==> src/rtl/seq_cnt_pkg.sv <==
package seq_cnt_pkg;
  localparam int unsigned CntW = 3;
  typedef logic [CntW-1:0] cnt_t;

  // required successor; unused codes go to zero
  function automatic cnt_t succ(input cnt_t s);
    case (s)
      3'd0:    succ = 3'd1;
      3'd1:    succ = 3'd3;
      3'd3:    succ = 3'd5;
      3'd5:    succ = 3'd7;
      default: succ = 3'd0;
    endcase
  endfunction

  function automatic logic is_unused(input cnt_t s);
    is_unused = (s == 3'd2) || (s == 3'd4) || (s == 3'd6);
  endfunction
endpackage

==> src/rtl/seq_cnt_toggle.sv <==
module seq_cnt_toggle
  import seq_cnt_pkg::*;
(
  input  cnt_t state_i,
  input  logic en_i,
  output cnt_t tog_o,
  output logic illegal_o
);
  cnt_t nxt;
  assign nxt = succ(state_i);

  for (genvar i = 0; i < CntW; i++) begin : g_tog
    // toggle where present and next differ
    assign tog_o[i] = en_i & (state_i[i] ^ nxt[i]);
  end

  assign illegal_o = is_unused(state_i);
endmodule

==> src/rtl/seq_cnt_tff.sv <==
module seq_cnt_tff #(
  parameter int unsigned W = 3
) (
  input  logic         clk_i,
  input  logic         rst_ni,
  input  logic         load_i,
  input  logic [W-1:0] load_val_i,
  input  logic [W-1:0] tog_i,
  output logic [W-1:0] q_o
);
  for (genvar i = 0; i < W; i++) begin : g_bit
    logic bit_q;
    always_ff @(posedge clk_i or negedge rst_ni) begin
      if (!rst_ni)       bit_q <= 1'b0;
      else if (load_i)   bit_q <= load_val_i[i];
      else if (tog_i[i]) bit_q <= ~bit_q;
    end
    assign q_o[i] = bit_q;
  end
endmodule

==> src/rtl/seq_odd_counter.sv <==
module seq_odd_counter
  import seq_cnt_pkg::*;
(
  input  logic       clk_i,
  input  logic       rst_ni,
  input  logic       en_i,
  input  logic       load_i,
  input  logic [2:0] load_val_i,
  output logic [2:0] count_o,
  output logic       illegal_o
);
  cnt_t state_q;
  cnt_t tog;

  seq_cnt_toggle i_toggle (
    .state_i  (state_q),
    .en_i     (en_i),
    .tog_o    (tog),
    .illegal_o(illegal_o)
  );

  seq_cnt_tff #(.W(CntW)) i_tff (
    .clk_i     (clk_i),
    .rst_ni    (rst_ni),
    .load_i    (load_i),
    .load_val_i(load_val_i),
    .tog_i     (tog),
    .q_o       (state_q)
  );

  assign count_o = state_q;

  assert_step_0_R1: assert property (@(posedge clk_i) disable iff (!rst_ni)
    en_i && !load_i && count_o == 3'd0 |=> count_o == 3'd1);
  assert_step_1_R1: assert property (@(posedge clk_i) disable iff (!rst_ni)
    en_i && !load_i && count_o == 3'd1 |=> count_o == 3'd3);
  assert_step_3_R1: assert property (@(posedge clk_i) disable iff (!rst_ni)
    en_i && !load_i && count_o == 3'd3 |=> count_o == 3'd5);
  assert_step_5_R1: assert property (@(posedge clk_i) disable iff (!rst_ni)
    en_i && !load_i && count_o == 3'd5 |=> count_o == 3'd7);
  assert_wrap_R1: assert property (@(posedge clk_i) disable iff (!rst_ni)
    en_i && !load_i && count_o == 3'd7 |=> count_o == 3'd0);
  assert_recover_R2: assert property (@(posedge clk_i) disable iff (!rst_ni)
    en_i && !load_i && illegal_o |=> count_o == 3'd0);
  assert_hold_R3: assert property (@(posedge clk_i) disable iff (!rst_ni)
    !en_i && !load_i |=> $stable(count_o));
  assert_flag_R5: assert property (@(posedge clk_i) disable iff (!rst_ni)
    illegal_o == (count_o[0] == 1'b0 && count_o != 3'd0));
  assert_load_R6: assert property (@(posedge clk_i) disable iff (!rst_ni)
    load_i |=> count_o == $past(load_val_i));
endmodule

==> config.mk <==
export PLATFORM = sky130hd
export DESIGN_NAME = seq_odd_counter
export DESIGN_NICKNAME = d
export VERILOG_FILES = /design/src/rtl/seq_cnt_pkg.sv /design/src/rtl/seq_cnt_toggle.sv /design/src/rtl/seq_cnt_tff.sv /design/src/rtl/seq_odd_counter.sv
export SDC_FILE = /design/constraint.sdc
export NUM_CORES = 1
export LEC_CHECK = 0
export ABC_AREA = 1
export BUFFER_PORTS_ARGS = -buffer_cell sky130_fd_sc_hd__buf_2
export CAP_MARGIN = 0
export CORE_AREA = 2 2 39 41
export CTS_CLUSTER_SIZE = 8
export DETAILED_ROUTE_END_ITERATION = 12
export DIE_AREA = 0 0 41 43
export SLEW_MARGIN = 10
export SYNTH_ARGS = -nofsm -noshare
export SYNTH_HDL_FRONTEND = slang
export SYNTH_HIERARCHICAL = 1
export SYNTH_SLANG_ARGS = --single-unit
==> constraint.sdc <==
create_clock -name clk_i -period 1.7 [get_ports clk_i]
set_input_delay 0.17 -clock clk_i [delete_from_list [all_inputs] [get_ports clk_i]]
set_output_delay 0.17 -clock clk_i [all_outputs]
set_load 0.005 [all_outputs]
# == After elaboration in Yosys (flattened, before gate mapping) ==
# Index checks and enable logic that the tools add are counted.
# word_totals
out_inout_bits,4
regBits,3
input_bits,7
wordCells,31
# op_classes
reduce_logical,6
n_bitwise,9
n_eq_ne,6
mux,7
# op_table
op,n
$pmux W3 S4,1
$eq A3 B3 Y1 const B,3
$eq A3 B2 Y1 const B,2
$mux W1,6
$reduce_bool A2 Y1,3
$and A1 B1 Y1,3
$eq A3 B1 Y1 const B,1
$logic_not A3 Y1,1
$not A1 Y1,3
$xor A1 B1 Y1,3
$logic_or A1 B1 Y1,2

# == Longest topological paths before layout ==
# depth
depth_word,6
ltp_mapped,9
mapped_depth_nobuf,8

# == Hierarchy ==
# The synthesis kept the hierarchy.
# by_module_without_submodules
module,cells_per_inst,seq_area_each_um2,n_inst,area_each_um2
seq_cnt_tff,28,75.1,1,190.2
seq_cnt_toggle,13,0.0,1,57.6

# == Worst setup path before layout ==
# No wires, ideal clock.
# synth_timing
path_type,reg-to-reg
start,reg i_tff.g_bit[0].bit_q
end,reg i_tff.g_bit[0].bit_q
period_less_slack_ns,1.031
path_stages_with_launch,10
path_slack_ns,0.669
required_ns,1.584
t_arrival_ns,0.914
path_buffers,1
setup_ns,0.116
path_cell_list,dfrtp_1 > buf_4 > inv_2 > nand2_2 > nand2_2 > nor2_2 > inv_1 > nand2_2 > nand2_1 > nand2_1
# synth_via
elab_chain_cells,5
elab_cells_between_ends,11
classes_between,3 x eq/ne; 3 x mux; 3 x bitwise; 2 x reduce/logical
# synth_lines
element,line,text
from (decl),seq_cnt_tff.sv:12,logic bit_q;
from (signal assigned),seq_cnt_tff.sv:15,else if (load_i) bit_q <= load_val_i[i];
from (signal assigned),seq_cnt_tff.sv:16,else if (tog_i[i]) bit_q <= ~bit_q;
$eq A3 B3 Y1 (tied with other cells),seq_cnt_pkg.sv:7,case (s)
$pmux W3 S4,seq_cnt_pkg.sv:7,
$xor A1 B1 Y1 (*),seq_cnt_toggle.sv:14,assign tog_o[i] = en_i & (state_i[i] ^ nxt[i]);
$and A1 B1 Y1 (*),seq_cnt_toggle.sv:14,
named net tog[0],seq_odd_counter.sv:13,cnt_t tog;
$reduce_bool A2 Y1 (no line) (*),n/a,
# The timed path passes the listed nets; every way through them passes the cells marked *. The select of a mux whose other input is x is not followed.
# A chain may end at the register's enable or synchronous reset.

# == Worst setup path after layout ==
# layout_timing
start,reg i_tff.g_bit[0].bit_q
end,out illegal_o
# layout_via
elab_chain_cells,3
elab_cells_between_ends,5
classes_between,3 x eq/ne; 2 x reduce/logical
# layout_lines
element,line,text
$eq A3 B2 Y1 or $eq A3 B3 Y1 (tied branches),seq_cnt_pkg.sv:17,is_unused = (s == 3'd2) || (s == 3'd4) || (s == 3'd6);
$logic_or A1 B1 Y1,seq_cnt_pkg.sv:17,
$logic_or A1 B1 Y1 (*),seq_cnt_pkg.sv:17,
to (decl),seq_odd_counter.sv:10,output logic illegal_o
# Mark *: on every way between the ends. The rest lies on a longest branch, timed or not.

==> results.json <==
{
  "status": "complete, no violations",
  "tightest_slew_ns": 0.202,
  "htreeDepth": 1,
  "drt-pass1-iter-count": 3,
  "die_y_um": 43,
  "cts-buffers-inserted": 3,
  "critical_path_required_ns": 1.53,
  "overflow": 0,
  "crit_top_cell": "nand2_2",
  "postSynthCellCount": 41,
  "p_clk_frac": 0.348,
  "stdcell_count": 69,
  "avgSynthCellArea_um2": 6.04,
  "power_frac_comb": 0.332,
  "synth_edf_count": 0,
  "start_kind": "flop",
  "nNetsFinal": 61,
  "critPathBufInv": 2,
  "switchingPower_w": 0.000128,
  "synthesis.area_um2": 248,
  "cts_root_buffer": "clkbuf_4",
  "io_pins": 11,
  "fillers": 168,
  "grt_use_total": 0.0834,
  "setup_violations": 0,
  "switching_share": 0.357,
  "grt_pass1_vias": 222,
  "slew_headroom": 0.865,
  "vias_per_cell": 3.78,
  "fp.dieArea_um2": 1760,
  "min_period_ns": 1.15,
  "crit_slowest_cell": "dfrtp_1",
  "fmax_mhz": 867,
  "syn2layout_area_growth_pct": 33.8,
  "p_seq_frac": 0.320,
  "synth_area_leaders": "dfrtp_1, nand2_1, buf_4",
  "rsz0062_at_grt": "no",
  "synth_top_cell_by_area": "dfrtp_1",
  "hold_viol": 0,
  "leakage_nw": 0.188,
  "syn_nets": 48,
  "ys_seq_elements": 3,
  "cts.sinks": 3,
  "peakVddDrop_mv": 0.332,
  "dp_cells": 64,
  "cts_tree": "done",
  "critPathKind": "flop to output pin",
  "place_congestion": 0.694,
  "diodes": 0,
  "regMostFlops": "i_tff/g_bit.bit_q",
  "worstSetupEndpointType": "output pin",
  "crit_arrival_ns": 0.98,
  "numPortBuffers": 10,
  "drive_above_1_share": 0.358,
  "grt_max_degree": 8,
  "cts_resized": 0,
  "period_share": 0.678,
  "r2r_slack_ns": 0.68,
  "utilization": 0.240,
  "report.final.slew_viol_count": 0,
  "die_w_um": 41,
  "route.detailed.drc": 0,
  "num_rows": 14,
  "antenna_found_initial": 0,
  "path_max_fanout": 7,
  "p_per_area_nw_per_um2": 1080,
  "grt_pass1_wl_um": 910,
  "async_reset_ff_frac": 1.00,
  "final.setup.tns_ns": 0,
  "antenna_left": 0,
  "synth.most_common_cell": "nand2_1",
  "clk_latency_ns": 0.23,
  "clk_pin_slew_ns": 0.04,
  "yosysSeqAreaShare": 0.303,
  "top_regs": "i_tff/g_bit.bit_q x3",
  "synth_common_cells": "nand2_1, inv_1",
  "cp_cell_sequence": "inv_2 -> nand2_2 -> nand2_2 -> buf_2",
  "synthFlopType": "dfrtp_1",
  "wl_um": 542,
  "core_area_um2": 1380,
  "clk_path_buf_depth": 2,
  "synth_top_area_frac": 0.303,
  "largest_reg_flops": 3,
  "drt_iter0_markers": 6,
  "yosysUniqueCellTypes": 11,
  "yosysWarningCount": 6,
  "dp_hpwl_um": 433,
  "slowest_delay_ns": 0.43,
  "crit_family": "flip-flops",
  "vias": 261,
  "maxCapViolCount": 0,
  "start_util": 0.179,
  "hold_class": "primary input to flop",
  "clock_skew_ns": 0.00306,
  "internal_power_w": 0.000230,
  "detail_route.wl_per_cell_um": 7.86
}
## through the flow
stage	setup slack (ns)	hold WS (ns)	cell area (um^2)	total power, W
detailed placement	0.682	-0.0263	295	0.000234
CTS	0.532	0.241	332	0.000368
global route	0.471	0.258	332	0.000396
global placement	0.695	-0.0277	295	0.000232
finish	0.547	0.248	332	0.000358
floorplan	0.669	-0.126	248	0.000209
## cells by family (layout without fill, tap and decap cells)
logic type,count (synthesis),after routing,share of synthesized area
compound gates,4,4,0.0808
buf+inv,9,21,0.182
flops,3,3,0.303
simple gates,25,25,0.434
## worst reg2reg max path: cells and delay by family, from the launching register on
family	cells	cell delay [ns]
and+or+nand+nor	6	0.32
buffers and inverters	2	0.16
DFF	1	0.43
## power groups by stage
stage               logic, W  registers (W)  clock network [W]
CTS                 0.000121       0.000114           0.000133
global route        0.000138       0.000118           0.000141
detailed placement  0.000119       0.000115                  0
global placement    0.000118       0.000113                  0
finish              0.000119       0.000114           0.000124
floorplan           0.000112      0.0000974                  0
## cell type report
class | count | area (um^2) | share of cell area
clock buffers | 4 | 26.3 | 0.0792
repair buffers | 11 | 60.1 | 0.181
inverters | 6 | 22.5 | 0.0679
multi-input cells | 29 | 128 | 0.385
well taps | 16 | 20.0 | 0.0604
flip-flops and latches | 3 | 75.1 | 0.226
## worst paths after layout
path                                       from              endpoint  depth (start not counted)
setup / recovery           i_tff/g_bit[0].bit_q             illegal_o                          4
hold / removal                    load_val_i[1]  i_tff/g_bit[1].bit_q                          5
setup reg to reg           i_tff/g_bit[0].bit_q  i_tff/g_bit[0].bit_q                          8
hold reg to reg            i_tff/g_bit[2].bit_q  i_tff/g_bit[2].bit_q                          2
max in group asynchronous                rst_ni  i_tff/g_bit[0].bit_q                          2
min in group asynchronous                rst_ni  i_tff/g_bit[1].bit_q                          2
## placed cells by master (no fill, tap or decap)
master,count
nand2_2,3
a21oi_1,1
buf_2,10
dfrtp_1,3
o21ai_0,3
clkbuf_1,1
nand3_1,3
nor2_1,2
dlygate4sd3_1,1
nand2_1,16
nor2_2,1
inv_1,4
inv_2,2
clkbuf_4,3
## layer usage
| metal | up-vias | global-route usage | wire [um] |
|---|---|---|---|
| li1 | 147 | - | - |
| met1 | 106 | 0.106 | 282 |
| met2 | 8 | 0.0906 | 211 |
| met3 | 0 | 0.0471 | 47 |
| met4 | 0 | 0.0800 | 0 |
| met5 | - | 0 | 0 |
## timing repair
| action | CTS | global route |
|---|---|---|
| setup buffers | 0 | 0 |
| hold buffers | 1 | 0 |
| endpoints found under the hold margin | 3 | 0 |
(Power assumes the default switching activity.)
